$ cat config.mk
export PLATFORM = sky130hd
export DESIGN_NAME = bridge_serr_reporter
export DESIGN_NICKNAME = d
export VERILOG_FILES = /design/src/rtl/bsr_pkg.sv /design/src/rtl/bsr_sync.sv /design/src/rtl/bsr_retry.sv /design/src/rtl/bsr_classify.sv /design/src/rtl/bridge_serr_reporter.sv
export SDC_FILE = /design/constraint.sdc
export NUM_CORES = 1
export LEC_CHECK = 0
export ABC_AREA = 1
export ABC_CLOCK_PERIOD_IN_PS = 2000
export BUFFER_PORTS_ARGS = -buffer_cell sky130_fd_sc_hd__buf_2
export CORE_AREA = 2 2 76 78
export DETAILED_ROUTE_END_ITERATION = 10
export DIE_AREA = 0 0 78 80
export PLACE_DENSITY = 0.51
export SETUP_SLACK_MARGIN = 0.1
export SKIP_LAST_GASP = 1
export SYNTH_ARGS = -nofsm -noshare
export SYNTH_HDL_FRONTEND = slang
export SYNTH_HIERARCHICAL = 1
export SYNTH_SLANG_ARGS = --single-unit
$ cat constraint.sdc
create_clock -name clk -period 2 [get_ports clk]
set_input_delay 0.5 -clock clk [delete_from_list [all_inputs] [get_ports clk]]
set_output_delay 0.5 -clock clk [all_outputs]
set_load 0.05 [all_outputs]
$ cat src/rtl/bsr_pkg.sv
package bsr_pkg;
  typedef enum logic [1:0] {
    EV_TABORT = 2'd0,
    EV_MABORT = 2'd1,
    EV_PARITY = 2'd2,
    EV_UNUSED = 2'd3
  } ev_kind_e;

  typedef enum logic [1:0] {
    XT_POSTED = 2'd0,
    XT_DWRITE = 2'd1,
    XT_DREAD  = 2'd2,
    XT_UNUSED = 2'd3
  } xact_e;

  localparam logic DIR_DOWN = 1'b0;
  localparam logic BUS_PRI  = 1'b0;
  localparam logic BUS_SEC  = 1'b1;
endpackage

$ cat src/rtl/bsr_sync.sv
module bsr_sync #(
  parameter int STAGES = 2
) (
  input  logic clk,
  input  logic rst_n,
  input  logic din_n,
  output logic dout_n
);
  logic [STAGES-1:0] chain;

  generate
    for (genvar i = 0; i < STAGES; i++) begin : g_stage
      if (i == 0) begin : g_first
        always_ff @(posedge clk or negedge rst_n)
          if (!rst_n) chain[0] <= 1'b1;
          else        chain[0] <= din_n;
      end else begin : g_next
        always_ff @(posedge clk or negedge rst_n)
          if (!rst_n) chain[i] <= 1'b1;
          else        chain[i] <= chain[i-1];
      end
    end
  endgenerate

  assign dout_n = chain[STAGES-1];
endmodule

$ cat src/rtl/bsr_retry.sv
module bsr_retry #(
  parameter int RETRY_LIMIT = 2**24,
  localparam int CNT_W = (RETRY_LIMIT > 2) ? $clog2(RETRY_LIMIT) : 1
) (
  input  logic       clk,
  input  logic       rst_n,
  input  logic       retry_hit,
  input  logic       xact_done,
  input  logic [1:0] retry_xact,
  output logic       disc,
  output logic [1:0] disc_xact
);
  localparam logic [CNT_W-1:0] LAST = CNT_W'(RETRY_LIMIT - 1);

  logic [CNT_W-1:0] cnt;

  // completion takes priority over a retry in the same cycle
  assign disc      = retry_hit && !xact_done && (cnt == LAST);
  assign disc_xact = retry_xact;

  always_ff @(posedge clk or negedge rst_n)
    if (!rst_n)                 cnt <= '0;
    else if (xact_done || disc) cnt <= '0;
    else if (retry_hit)         cnt <= cnt + 1'b1;
endmodule

$ cat src/rtl/bsr_classify.sv
module bsr_classify
  import bsr_pkg::*;
(
  input  logic       err_valid,
  input  logic [1:0] err_kind,
  input  logic [1:0] err_xact,
  input  logic       err_dir,
  input  logic       err_bus,
  input  logic       pri_perr_resp,
  input  logic       sec_perr_resp,
  output logic       cond
);
  ev_kind_e kind;
  xact_e    xact;
  logic     target_bus;
  logic     posted;

  assign kind       = ev_kind_e'(err_kind);
  assign xact       = xact_e'(err_xact);
  assign posted     = (xact == XT_POSTED);
  // the target bus is the far side from the initiator
  assign target_bus = (err_dir == DIR_DOWN) ? BUS_SEC : BUS_PRI;

  always_comb begin
    cond = 1'b0;
    if (err_valid && posted) begin
      unique case (kind)
        EV_TABORT, EV_MABORT: cond = 1'b1;
        EV_PARITY:            cond = (err_bus == target_bus) && pri_perr_resp && sec_perr_resp;
        default:              cond = 1'b0;
      endcase
    end
  end
endmodule

$ cat src/rtl/bridge_serr_reporter.sv
module bridge_serr_reporter #(
  parameter int RETRY_LIMIT = 2**24,
  parameter int SYNC_STAGES = 2
) (
  input  logic       clk,
  input  logic       rst_n,
  input  logic       cmd_serr_en,
  input  logic       bctl_fwd_en,
  input  logic       pri_perr_resp,
  input  logic       sec_perr_resp,
  input  logic       sec_serr_in_n,
  input  logic       err_valid,
  input  logic [1:0] err_kind,
  input  logic [1:0] err_xact,
  input  logic       err_dir,
  input  logic       err_bus,
  input  logic       retry_hit,
  input  logic [1:0] retry_xact,
  input  logic       xact_done,
  input  logic       clr_sig_serr,
  input  logic       clr_rcv_serr,
  output logic       serr_drive,
  output logic       sts_sig_serr,
  output logic       sts_rcv_serr,
  output logic       discard_pulse,
  output logic [1:0] discard_xact
);
  logic       sec_sync_n;
  logic       ev_cond;
  logic       disc;
  logic [1:0] disc_xact;
  logic       fwd;
  logic       fire;

  bsr_sync #(.STAGES(SYNC_STAGES)) u_sync (
    .clk    (clk),
    .rst_n  (rst_n),
    .din_n  (sec_serr_in_n),
    .dout_n (sec_sync_n)
  );

  bsr_classify u_cls (
    .err_valid     (err_valid),
    .err_kind      (err_kind),
    .err_xact      (err_xact),
    .err_dir       (err_dir),
    .err_bus       (err_bus),
    .pri_perr_resp (pri_perr_resp),
    .sec_perr_resp (sec_perr_resp),
    .cond          (ev_cond)
  );

  bsr_retry #(.RETRY_LIMIT(RETRY_LIMIT)) u_retry (
    .clk        (clk),
    .rst_n      (rst_n),
    .retry_hit  (retry_hit),
    .xact_done  (xact_done),
    .retry_xact (retry_xact),
    .disc       (disc),
    .disc_xact  (disc_xact)
  );

  assign fwd  = cmd_serr_en && bctl_fwd_en && !sec_sync_n;
  assign fire = cmd_serr_en && (ev_cond || disc || fwd);

  always_ff @(posedge clk or negedge rst_n)
    if (!rst_n) begin
      serr_drive    <= 1'b0;
      sts_sig_serr  <= 1'b0;
      sts_rcv_serr  <= 1'b0;
      discard_pulse <= 1'b0;
      discard_xact  <= 2'd0;
    end else begin
      serr_drive    <= fire;
      sts_sig_serr  <= (sts_sig_serr && !clr_sig_serr) || fire;
      sts_rcv_serr  <= (sts_rcv_serr && !clr_rcv_serr) || fwd;
      discard_pulse <= disc;
      if (disc) discard_xact <= disc_xact;
    end
endmodule

==> flow_metrics.env <==
export IMPL_cts_sinks=32
export IMPL_cts_htree_levels=2
export IMPL_cts_root_buffer="clkbuf_8"
export IMPL_finClkSkew_ns=0.00805
export IMPL_synth_fp_nets=266
export IMPL_yosysWarnings=6
export IMPL_synth_seq_cells=32
export IMPL_area_growth_pct=17.7
export IMPL_initial_utilization=0.337
export IMPL_cp_common_cell="nor2_1"
export IMPL_grtUsageMet2=0.231
export IMPL_clk_pin_slew_ns=0.07
export IMPL_p_leak_nw=0.986
export IMPL_synthFlopType="dfrtp_1"
export IMPL_cts_setup_buffers=0
export IMPL_io_buffers=25
export IMPL_gr_usage_met3=0.0441
export IMPL_drv_cap=0
export IMPL_hold_class="input pin to async pin"
export IMPL_dr_total_vias=1549
export IMPL_outcome="finished, final reports clean"
export IMPL_synth_area_leaders="dfrtp_1 41%, nand2_1 13%, nor2_1 10%"
export IMPL_cts_tree="yes"
export IMPL_fmax_ghz=0.627
export IMPL_synth_top_area_frac=0.413
export IMPL_synth_edf_count=0
export IMPL_hpwlAfterDp_mm=2.96
export IMPL_grt_overflow=0
export IMPL_max_slew_margin=0.675
export IMPL_async_flop_share=1.00
export IMPL_ant_nets=0
export IMPL_drtIter0Drc=70
export IMPL_ir_worst_vdd_uv=263
export IMPL_grt_busiest_layer="met2"
export IMPL_clockBufferDepth=2
export IMPL_grt_use_met1=0.185
export IMPL_avgSynthCellArea_sq_um=7.43
export IMPL_grt_pass1_wl_mm=7.08
export IMPL_die_h_um=80
export IMPL_gp_congestion=0.828
export IMPL_seq_area_frac_synth=0.442
export IMPL_grt_pass1_vias=1540
export IMPL_clock_latency_ns=0.29
export IMPL_final_util=0.396
export IMPL_drive_gt1_frac=0.203
export IMPL_fin_crit_sh=0.798
export IMPL_synth_cells=245
export IMPL_wl_per_cell_um=11.3
export IMPL_final_hold_violation_count=0
export IMPL_cts_buffers_inserted=5
export IMPL_antenna_cells=0
export IMPL_drc_errors=0
export IMPL_yosys_area_top_type="dfrtp_1"
export IMPL_nNetsFinal=296
export IMPL_grt_max_degree=33
export IMPL_die_area_sq_mm=0.00624
export IMPL_cellPowerDensity_mw_per_mm2=678
export IMPL_cp_start_kind="flip-flop"
export IMPL_finalSetupTns_ns=0
export IMPL_cp_max_fo=5
export IMPL_critical_path_required_ns=2.19
export IMPL_via_per_inst=4.45
export IMPL_antenna_found_initial=0
export IMPL_core_rowCount=27
export IMPL_synth_area_sq_mm=0.00182
export IMPL_fp_dieW_um=78
export IMPL_crit_chain="nand2_1, nor2_1, nand3_2, nor2_1, nand3_1, nand2_1, nor2_1"
export IMPL_crit_slowest_cell="dfrtp_1"
export IMPL_setup_viol=0
export IMPL_fin_crit_ns=1.60
export IMPL_cp_arrival_ns=1.78
export IMPL_hold_buffers=0
export IMPL_rsz0062_at_grt="no"
export IMPL_critical_path_max_stage_delay_ns=0.41
export IMPL_ios=26
export IMPL_coreArea_sq_mm=0.00541
export IMPL_track_usage=0.147
export IMPL_dr_pass1_iters=5
export IMPL_critical_path_class="flip-flop to flip-flop"
export IMPL_maxSlewViolCount=0
export IMPL_worst_slew_pin_slew_ns=0.487
export IMPL_postCtsResizedCells=0
export IMPL_end_kind="flip-flop"
export IMPL_netlist_cell_type_count=27
export IMPL_drt_total_wl_mm=3.94
[through the flow]
stage                     instances  power (mW)  setup slack [ns]  hold WS, ns  area (sq um)
after floorplan                 245       0.731             0.347        0.204          1820
after global placement          340       0.772             0.388        0.346          2010
after detailed placement        340       0.773             0.382        0.347          2010
after CTS                       348        1.47             0.398        0.241          2140
after global routing            348        1.51             0.245        0.257          2140
final                           348        1.45             0.405        0.224          2140
[kinds of logic (layout without fill, tap and decap cells)]
group	Yosys count	after routing	synth area share
buffers and inverters	34	65	0.0832
AND/OR/NAND/NOR	157	157	0.389
AO/OA/AOI/OAI	13	13	0.0413
adder cells (fa/ha/maj)	1	1	0.00688
XOR/XNOR	8	8	0.0385
flip-flops	32	32	0.442
[critical path: cells and delay by family, from the launching register on]
family,cells,cell delay (ns)
flops,1,0.41
simple gates,7,1.09
[worst paths after layout]
check / depth (start not counted) / to / start / slack [ns]
setup / recovery: 7 / u_retry/cnt[23] / u_retry/cnt[2] / 0.40
hold / removal: 2 / u_retry/cnt[14] / rst_n / 0.22
setup reg to reg: 7 / u_retry/cnt[23] / u_retry/cnt[2] / 0.40
hold reg to reg: 0 / u_sync/dout_n / u_sync/chain[0] / 0.36
max in group asynchronous: 2 / u_sync/dout_n / rst_n / 1.46
min in group clk: 1 / u_sync/chain[0] / sec_serr_in_n / 0.30
[layout make-up]
class | count | area, sq um
clock buffer | 7 | 96.3
sequential | 32 | 803
multi-input combinational | 179 | 865
timing repair buffer | 28 | 148
tap | 72 | 90.1
clock inverter | 1 | 30.0
inverter | 29 | 109
fill | 572 | 3260
[cells in the mapped netlist, types with 2 or more instances]
cell type	number
nand4_1	10
dfstp_2	2
xnor2_1	3
dfrtp_1	30
nand2_2	4
buf_4	3
a21oi_1	5
nand3_1	15
nor2_2	6
nand2_1	63
inv_1	29
xor2_1	5
o21ai_0	5
nor2_4	3
nor2_1	50
[metal layers]
metal | vias to the layer above | share of wire
li1 | 820 | -
met1 | 686 | 0.50
met2 | 36 | 0.43
met3 | 7 | 0.052
met4 | 0 | 0.017
met5 | - | 0
[cells in the final DEF (no fill, tap or decap), types with 2 or more instances in the layout]
master and instances:
nand4_1 10, nor2_1 50, nor2_4 3, buf_4 3
o21ai_0 5, buf_2 25, nand3_1 15, nand2_2 4
nor2_2 6, dfstp_2 2, nand2_1 63, dfrtp_1 30
inv_1 29, a21oi_1 5, clkbuf_8 7, xor2_1 5
xnor2_1 3
[power breakdown]
group,total (mW),internal [mW],switching [mW]
Combinational,0.0944,0.0298,0.0646
Sequential,0.664,0.659,0.00572
Clock,0.693,0.440,0.254
[flip-flops by register name, summed over array words and instances, names as in the netlist]
register	cells
sts_sig_serr	1
sts_rcv_serr	1
serr_drive	1
discard_xact	2
discard_pulse	1
u_sync/chain	1
u_retry/cnt	24
u_sync/dout_n	1
(Power assumes the default switching activity.)
